[src/rtl/spi_regport_pkg.sv]
package spi_regport_pkg;
  typedef enum logic [1:0] {
    PH_CMD  = 2'd0,
    PH_DATA = 2'd1,
    PH_DONE = 2'd2
  } phase_t;
endpackage

[src/rtl/spi_regport_sync.sv]
module spi_regport_sync #(
  parameter int N      = 4,
  parameter int STAGES = 2
) (
  input  logic         clk,
  input  logic         rst,
  input  logic [N-1:0] async_i,
  output logic [N-1:0] sync_o
);
  logic [N-1:0] chain [STAGES];

  always_ff @(posedge clk) begin
    if (rst) begin
      for (int s = 0; s < STAGES; s++) chain[s] <= '1;
    end else begin
      chain[0] <= async_i;
      for (int s = 1; s < STAGES; s++) chain[s] <= chain[s-1];
    end
  end

  assign sync_o = chain[STAGES-1];
endmodule

[src/rtl/spi_regport_regs.sv]
module spi_regport_regs #(
  parameter int                   AW        = 6,
  parameter int                   DW        = 8,
  parameter logic [AW-1:0]        MODE_ADDR = 6'h31,
  parameter int                   MODE_BIT  = 6,
  parameter logic [DW-1:0]        ID_VALUE  = 8'hA7,
  parameter logic [(1<<AW)-1:0]   RO_MASK   = 64'h0400_0000_0000_0001
) (
  input  logic          clk,
  input  logic          rst,
  input  logic          we,
  input  logic [AW-1:0] waddr,
  input  logic [DW-1:0] wdata,
  input  logic [AW-1:0] raddr,
  output logic [DW-1:0] rdata,
  output logic          mode3w_o
);
  localparam int DEPTH = 1 << AW;

  logic [DW-1:0] mem [DEPTH];

  always_ff @(posedge clk) begin
    if (rst) begin
      for (int i = 0; i < DEPTH; i++) mem[i] <= (i == 0) ? ID_VALUE : '0;
    end else if (we && !RO_MASK[waddr]) begin
      mem[waddr] <= wdata;
    end
  end

  assign rdata    = mem[raddr];
  assign mode3w_o = mem[MODE_ADDR][MODE_BIT];
endmodule

[src/rtl/spi_regport_ctrl.sv]
module spi_regport_ctrl
  import spi_regport_pkg::*;
#(
  parameter int AW = 6,
  parameter int DW = 8
) (
  input  logic          clk,
  input  logic          rst,
  input  logic          rise,
  input  logic          fall,
  input  logic          cs_n_s,
  input  logic          din,
  input  logic          mode3w,
  input  logic [DW-1:0] rdata,
  output logic          we,
  output logic [AW-1:0] waddr,
  output logic [DW-1:0] wdata,
  output logic [AW-1:0] raddr,
  output logic          dout_q,
  output logic          ser_oe_q,
  output logic          sio_oe_q
);
  localparam int CW = $clog2(DW);
  localparam logic [CW-1:0] LAST_BIT = CW'(DW - 1);

  phase_t        phase;
  logic          rw, mb;
  logic [AW-1:0] ptr;
  logic [DW-2:0] shin;
  logic [DW-1:0] tx;
  logic [CW-1:0] bcnt;

  logic [DW-1:0] byte_in;
  logic          byte_done;

  assign byte_in   = {shin, din};
  assign byte_done = rise && !cs_n_s && (bcnt == LAST_BIT);

  assign raddr = (phase == PH_CMD) ? byte_in[AW-1:0] : ptr + AW'(1);
  assign we    = byte_done && (phase == PH_DATA) && !rw;
  assign waddr = ptr;
  assign wdata = byte_in;

  always_ff @(posedge clk) begin
    if (rst || cs_n_s) begin
      phase <= PH_CMD;
      bcnt  <= '0;
      rw    <= 1'b0;
      mb    <= 1'b0;
      ptr   <= '0;
      shin  <= '0;
      if (rst) begin
        tx     <= '0;
        dout_q <= 1'b1;
      end
    end else begin
      if (rise) begin
        shin <= byte_in[DW-2:0];
        bcnt <= (bcnt == LAST_BIT) ? '0 : bcnt + CW'(1);
      end
      if (byte_done) begin
        case (phase)
          PH_CMD: begin
            rw    <= byte_in[DW-1];
            mb    <= byte_in[DW-2];
            ptr   <= byte_in[AW-1:0];
            tx    <= rdata;
            phase <= PH_DATA;
          end
          PH_DATA: begin
            if (mb) begin
              ptr <= ptr + AW'(1);
              tx  <= rdata;
            end else begin
              phase <= PH_DONE;
            end
          end
          default: phase <= PH_DONE;
        endcase
      end
      if (fall && (phase == PH_DATA) && rw) begin
        dout_q <= tx[DW-1];
        tx     <= {tx[DW-2:0], 1'b0};
      end
    end
  end

  always_ff @(posedge clk) begin
    if (rst) begin
      ser_oe_q <= 1'b0;
      sio_oe_q <= 1'b0;
    end else begin
      ser_oe_q <= !mode3w && !cs_n_s;
      sio_oe_q <= mode3w && !cs_n_s && (phase == PH_DATA) && rw;
    end
  end
endmodule

[src/rtl/spi_regport.sv]
module spi_regport #(
  parameter int                 AW        = 6,
  parameter int                 DW        = 8,
  parameter int                 SYNC_STG  = 2,
  parameter logic [AW-1:0]      MODE_ADDR = 6'h31,
  parameter int                 MODE_BIT  = 6,
  parameter logic [DW-1:0]      ID_VALUE  = 8'hA7,
  parameter logic [(1<<AW)-1:0] RO_MASK   = 64'h0400_0000_0000_0001
) (
  input  logic clk,
  input  logic rst,
  input  logic sclk_i,
  input  logic cs_n_i,
  input  logic ser_i,
  output logic ser_o,
  output logic ser_oe_o,
  input  logic sio_i,
  output logic sio_o,
  output logic sio_oe_o
);
  localparam int NSYNC = 4;

  logic [NSYNC-1:0] pins_s;
  logic             sclk_s, cs_n_s, ser_s, sio_s;
  logic             sclk_prev;
  logic             rise, fall;
  logic             mode3w, din;
  logic             we;
  logic [AW-1:0]    waddr, raddr;
  logic [DW-1:0]    wdata, rdata;
  logic             dout_q, ser_oe_q, sio_oe_q;

  spi_regport_sync #(.N(NSYNC), .STAGES(SYNC_STG)) u_sync (
    .clk     (clk),
    .rst     (rst),
    .async_i ({sclk_i, cs_n_i, ser_i, sio_i}),
    .sync_o  (pins_s)
  );

  assign {sclk_s, cs_n_s, ser_s, sio_s} = pins_s;

  always_ff @(posedge clk) begin
    if (rst) sclk_prev <= 1'b1;
    else     sclk_prev <= sclk_s;
  end

  assign rise = sclk_s && !sclk_prev;
  assign fall = !sclk_s && sclk_prev;
  assign din  = mode3w ? sio_s : ser_s;

  spi_regport_regs #(
    .AW(AW), .DW(DW), .MODE_ADDR(MODE_ADDR), .MODE_BIT(MODE_BIT),
    .ID_VALUE(ID_VALUE), .RO_MASK(RO_MASK)
  ) u_regs (
    .clk      (clk),
    .rst      (rst),
    .we       (we),
    .waddr    (waddr),
    .wdata    (wdata),
    .raddr    (raddr),
    .rdata    (rdata),
    .mode3w_o (mode3w)
  );

  spi_regport_ctrl #(.AW(AW), .DW(DW)) u_ctrl (
    .clk      (clk),
    .rst      (rst),
    .rise     (rise),
    .fall     (fall),
    .cs_n_s   (cs_n_s),
    .din      (din),
    .mode3w   (mode3w),
    .rdata    (rdata),
    .we       (we),
    .waddr    (waddr),
    .wdata    (wdata),
    .raddr    (raddr),
    .dout_q   (dout_q),
    .ser_oe_q (ser_oe_q),
    .sio_oe_q (sio_oe_q)
  );

  assign ser_o    = dout_q;
  assign sio_o    = dout_q;
  assign ser_oe_o = ser_oe_q;
  assign sio_oe_o = sio_oe_q;
endmodule

[config.mk]
export PLATFORM = sky130hd
export DESIGN_NAME = spi_regport
export DESIGN_NICKNAME = d
export VERILOG_FILES = /design/src/rtl/spi_regport_pkg.sv /design/src/rtl/spi_regport_sync.sv /design/src/rtl/spi_regport_regs.sv /design/src/rtl/spi_regport_ctrl.sv /design/src/rtl/spi_regport.sv
export SDC_FILE = /design/constraint.sdc
export NUM_CORES = 1
export LEC_CHECK = 0
export ABC_CLOCK_PERIOD_IN_PS = 2650
export BUFFER_PORTS_ARGS = -buffer_cell sky130_fd_sc_hd__clkbuf_2
export CAP_MARGIN = 20
export CORE_UTILIZATION = 26
export DETAILED_ROUTE_END_ITERATION = 10
export HOLD_SLACK_MARGIN = 0.03
export PLACE_DENSITY = 0.5
export SLEW_MARGIN = 15
export SYNTH_ARGS = -nofsm -noshare
export SYNTH_HDL_FRONTEND = slang
export SYNTH_SLANG_ARGS = --single-unit
[constraint.sdc]
create_clock -name clk -period 2.65 [get_ports clk]
set_clock_uncertainty 0.1 [all_clocks]
set_input_delay 0.265 -clock clk [delete_from_list [all_inputs] [get_ports clk]]
set_output_delay 0.265 -clock clk [all_outputs]
set_load 0.02 [all_outputs]
==> impl_metrics.json <==
{
  "largest_net_degree_at_the_start_of_global_routing": 70,
  "global_route.overflow_total": 0,
  "seq_area_frac_synth": 0.608,
  "die-area_um2": 104000,
  "row_count": 117,
  "place_area_um2": 30500,
  "ys.warnings.count": 0,
  "crit_path_kind": "register to register",
  "critical_path.max_fanout": 8,
  "launching_element_type_of_the_critical_path": "register",
  "finalCriticalPeriod_ns": 3.08,
  "maxCapViolCount": 0,
  "yosys.area.top_type_share": 0.584,
  "synth_cells": 2107,
  "cts.sinks": 553,
  "clock_tree_from_tritoncts": "built",
  "post_route_cells_drive_above_1_share": 0.327,
  "grt_pass1_wl_um": 129000,
  "worstSkewPairLatency_ns": 0.64,
  "die_x_um": 323,
  "post_synth_main_area_contributors": "sky130_fd_sc_hd__edfxtp_1, sky130_fd_sc_hd__and2_1, sky130_fd_sc_hd__mux4_2",
  "critical_path_required_ns": 2.93,
  "worstHoldPathType": "input port to register",
  "beginning_of_the_worst_register_to_register_path": "u_regs.mem[49][6]",
  "die_h_um": 323,
  "worst_pin_slew_ns": 1.01,
  "synth_largest_area_cell": "sky130_fd_sc_hd__edfxtp_1",
  "maxClockFrequency_mhz": 324,
  "crit_start": "u_regs.mem[49][6]",
  "cp.arrival_ns": 3.36,
  "ir_worst_vdd_mv": 0.522,
  "first_global_vias": 18800,
  "post_dp_hpwl_um": 59900,
  "mostFrequentLayoutCells": "sky130_fd_sc_hd__edfxtp_1, sky130_fd_sc_hd__and2_1, sky130_fd_sc_hd__buf_4, sky130_fd_sc_hd__nand2_1, sky130_fd_sc_hd__nor3_1",
  "synthToLayoutAreaGrowth_pct": 28.3,
  "routed-via-count": 18800,
  "timing.final.max_slew_violations": 0,
  "run_status": "finished with violations",
  "final_hold_viol_count": 0,
  "wl_per_cell_um": 24.3,
  "unrepaired_setup_endpoints_after_global_routing": "true",
  "timing.reg2reg.setup_slack_ns": -0.43,
  "leading_cell_type_in_the_layout_fill_and_taps_excluded": "sky130_fd_sc_hd__edfxtp_1",
  "ys_types": 81,
  "buffers_from_clock_root_to_sink_at_most": 3,
  "aggregate_negative_setup_slack_ns": -11.58,
  "antenna_found_initial": 0,
  "synth_flop_cell": "sky130_fd_sc_hd__edfxtp_1",
  "final_cell_area_um2": 34400,
  "tritoncts.num_buffers": 61,
  "start_util": 0.263,
  "synthesis.area_per_instance_um2": 12.7,
  "drc": 0,
  "via_per_inst": 4.95,
  "fillerInstances": 9992,
  "setup-violations-final": 216,
  "antenna_violating_nets_left": 0,
  "fin_crit_sh": 1.16,
  "crit_path_end_kind": "register",
  "instances_no_fill": 3798,
  "cts_htree_levels": 2,
  "static-leakage-power_nw": 12.1,
  "grt_use_total": 0.170,
  "placedCellCount": 3623,
  "num-nets-final": 2385,
  "gpl_congestion": 0.889,
  "violations": "negative setup slack",
  "design_power_total_w": 0.0194,
  "count_of_input_and_output_buffers": 9,
  "synth_enable_flop_cells": 521,
  "synthesis.area_um2": 26800,
  "first_iter_violations": 1760,
  "clkTransAtPathRegs_ns": 0.06,
  "clock_tree.root_cell": "sky130_fd_sc_hd__clkbuf_16",
  "power_density_nw_per_um2": 565,
  "synth-async-reset-ratio": 0,
  "num_io_pins": 10,
  "drt_wirelength_um": 92400,
  "drt_pre_antenna_iters": 6,
  "core_um2": 102000,
  "synth.net_count": 2116,
  "ys_ff_latch": 553,
  "max-slew-margin-rel": 0.324,
  "fin_ws_ns": -0.434,
  "worstHoldStart": "ser_i"
}
Yosys cell counts, types with 8 or more instances:
cell type	n
sky130_fd_sc_hd__o22ai_1	13
sky130_fd_sc_hd__nand3_1	34
sky130_fd_sc_hd__nor3_1	136
sky130_fd_sc_hd__a221o_1	8
sky130_fd_sc_hd__buf_4	11
sky130_fd_sc_hd__buf_2	35
sky130_fd_sc_hd__a21oi_1	56
sky130_fd_sc_hd__nand2_1	138
sky130_fd_sc_hd__or2_2	77
sky130_fd_sc_hd__a211oi_1	12
sky130_fd_sc_hd__o21ai_0	22
sky130_fd_sc_hd__clkbuf_1	111
sky130_fd_sc_hd__edfxtp_1	521
sky130_fd_sc_hd__mux4_2	66
sky130_fd_sc_hd__and2_1	383
sky130_fd_sc_hd__nand3b_1	9
sky130_fd_sc_hd__a22o_1	9
sky130_fd_sc_hd__buf_6	14
sky130_fd_sc_hd__nor2_1	94
sky130_fd_sc_hd__buf_1	15
sky130_fd_sc_hd__mux2_2	11
sky130_fd_sc_hd__nand4_1	13
sky130_fd_sc_hd__dfxtp_1	32
sky130_fd_sc_hd__or3_1	9
sky130_fd_sc_hd__mux2i_1	104
sky130_fd_sc_hd__and3_1	13
sky130_fd_sc_hd__a22oi_1	9
sky130_fd_sc_hd__a221oi_1	14
sky130_fd_sc_hd__a2111oi_0	8
sky130_fd_sc_hd__a211o_1	8
sequential cells by signal, indices dropped and copies added, names as in the netlist, named ones only:
signal,count
sclk_prev,1
u_ctrl.bcnt,3
u_ctrl.dout_q,1
u_ctrl.mb,1
u_ctrl.phase,2
u_ctrl.rw,1
u_ctrl.ser_oe_q,1
u_ctrl.shin,7
u_ctrl.sio_oe_q,1
u_ctrl.tx,8
u_ctrl.waddr,6
u_regs.mem,512
u_sync.chain,8
kinds of logic (layout without fill, tap and decap cells):
kind of cell               count (synthesis)  in the layout  synth area share
AOI/OAI and AO/OA                        226            226            0.0608
xor gates and xnor gates                   2              2          0.000654
adders and majority gates                  3              3           0.00140
other                                      0              2                 0
and+or+nand+nor                          950            950             0.196
muxes                                    185            185             0.101
DFF                                      553            553             0.608
buffers and inverters                    188            509            0.0334
routing by layer:
| layer | vias up | routed length, um | global-route usage |
|---|---|---|---|
| met5 | - | 0 | 0 |
| li1 | 8362 | - | - |
| met4 | 0 | 2550 | 0.0553 |
| met3 | 137 | 5790 | 0.0241 |
| met1 | 9599 | 39100 | 0.223 |
| met2 | 714 | 44900 | 0.287 |
where the power goes:
part	internal [W]	leakage, nW	switching [W]	total (W)
Combinational	0.000342	5.53	0.000447	0.000789
Sequential	0.00981	5.58	0.000130	0.00994
Clock	0.00500	0.987	0.00372	0.00872
Total	0.0152	12.1	0.00429	0.0194
metrics by stage:
step	util	hold slack, ns	setup WS (ns)
floorplan	-	0.269	-0.0246
global placement	0.299	0.295	-0.779
detailed placement	0.299	0.294	-0.821
CTS	0.327	0.226	-0.422
global route	0.337	0.258	-0.501
finish	0.337	0.252	-0.434
final cells by class:
class / instances / area, um2 / share of cell area
flip-flops and latches: 553 / 16300 / 0.474
multi-input cells: 1366 / 10500 / 0.307
repair buffers: 392 / 3790 / 0.110
well taps: 1368 / 1710 / 0.0497
clock buffers: 63 / 1530 / 0.0446
clock inverters: 52 / 503 / 0.0146
inverters: 2 / 7.51 / 0.000218
diodes: 2 / 5.00 / 0.000145
critical path, cell delays in order, from the launching register on:
cell                       delay, ns
sky130_fd_sc_hd__edfxtp_1       0.45
sky130_fd_sc_hd__buf_4          0.17
sky130_fd_sc_hd__buf_6          0.14
sky130_fd_sc_hd__mux2_4         0.32
sky130_fd_sc_hd__o21ai_4        0.26
sky130_fd_sc_hd__buf_12         0.19
sky130_fd_sc_hd__nand2_1        0.19
sky130_fd_sc_hd__a21oi_1        0.18
sky130_fd_sc_hd__a22o_1         0.23
sky130_fd_sc_hd__o311ai_2       0.11
sky130_fd_sc_hd__or4b_1         0.47
worst paths after layout:
check	endpoint	cells after the start
worst min register to register	u_sync.chain[0][7]	1
worst max-delay path	u_ctrl.tx[4]	10
worst min-delay path	u_sync.chain[0][1]	3
worst max register to register	u_ctrl.tx[4]	10
timing repair:
action	CTS	global route
pin swaps	24	45
cloned	4	8
hold buffers	5	0
buffers inserted	15	27
endpoints found under the setup margin	801	565
endpoints found under the hold margin	5	0
gates resized for setup	131	164
Power figures use the tool's default switching activity.
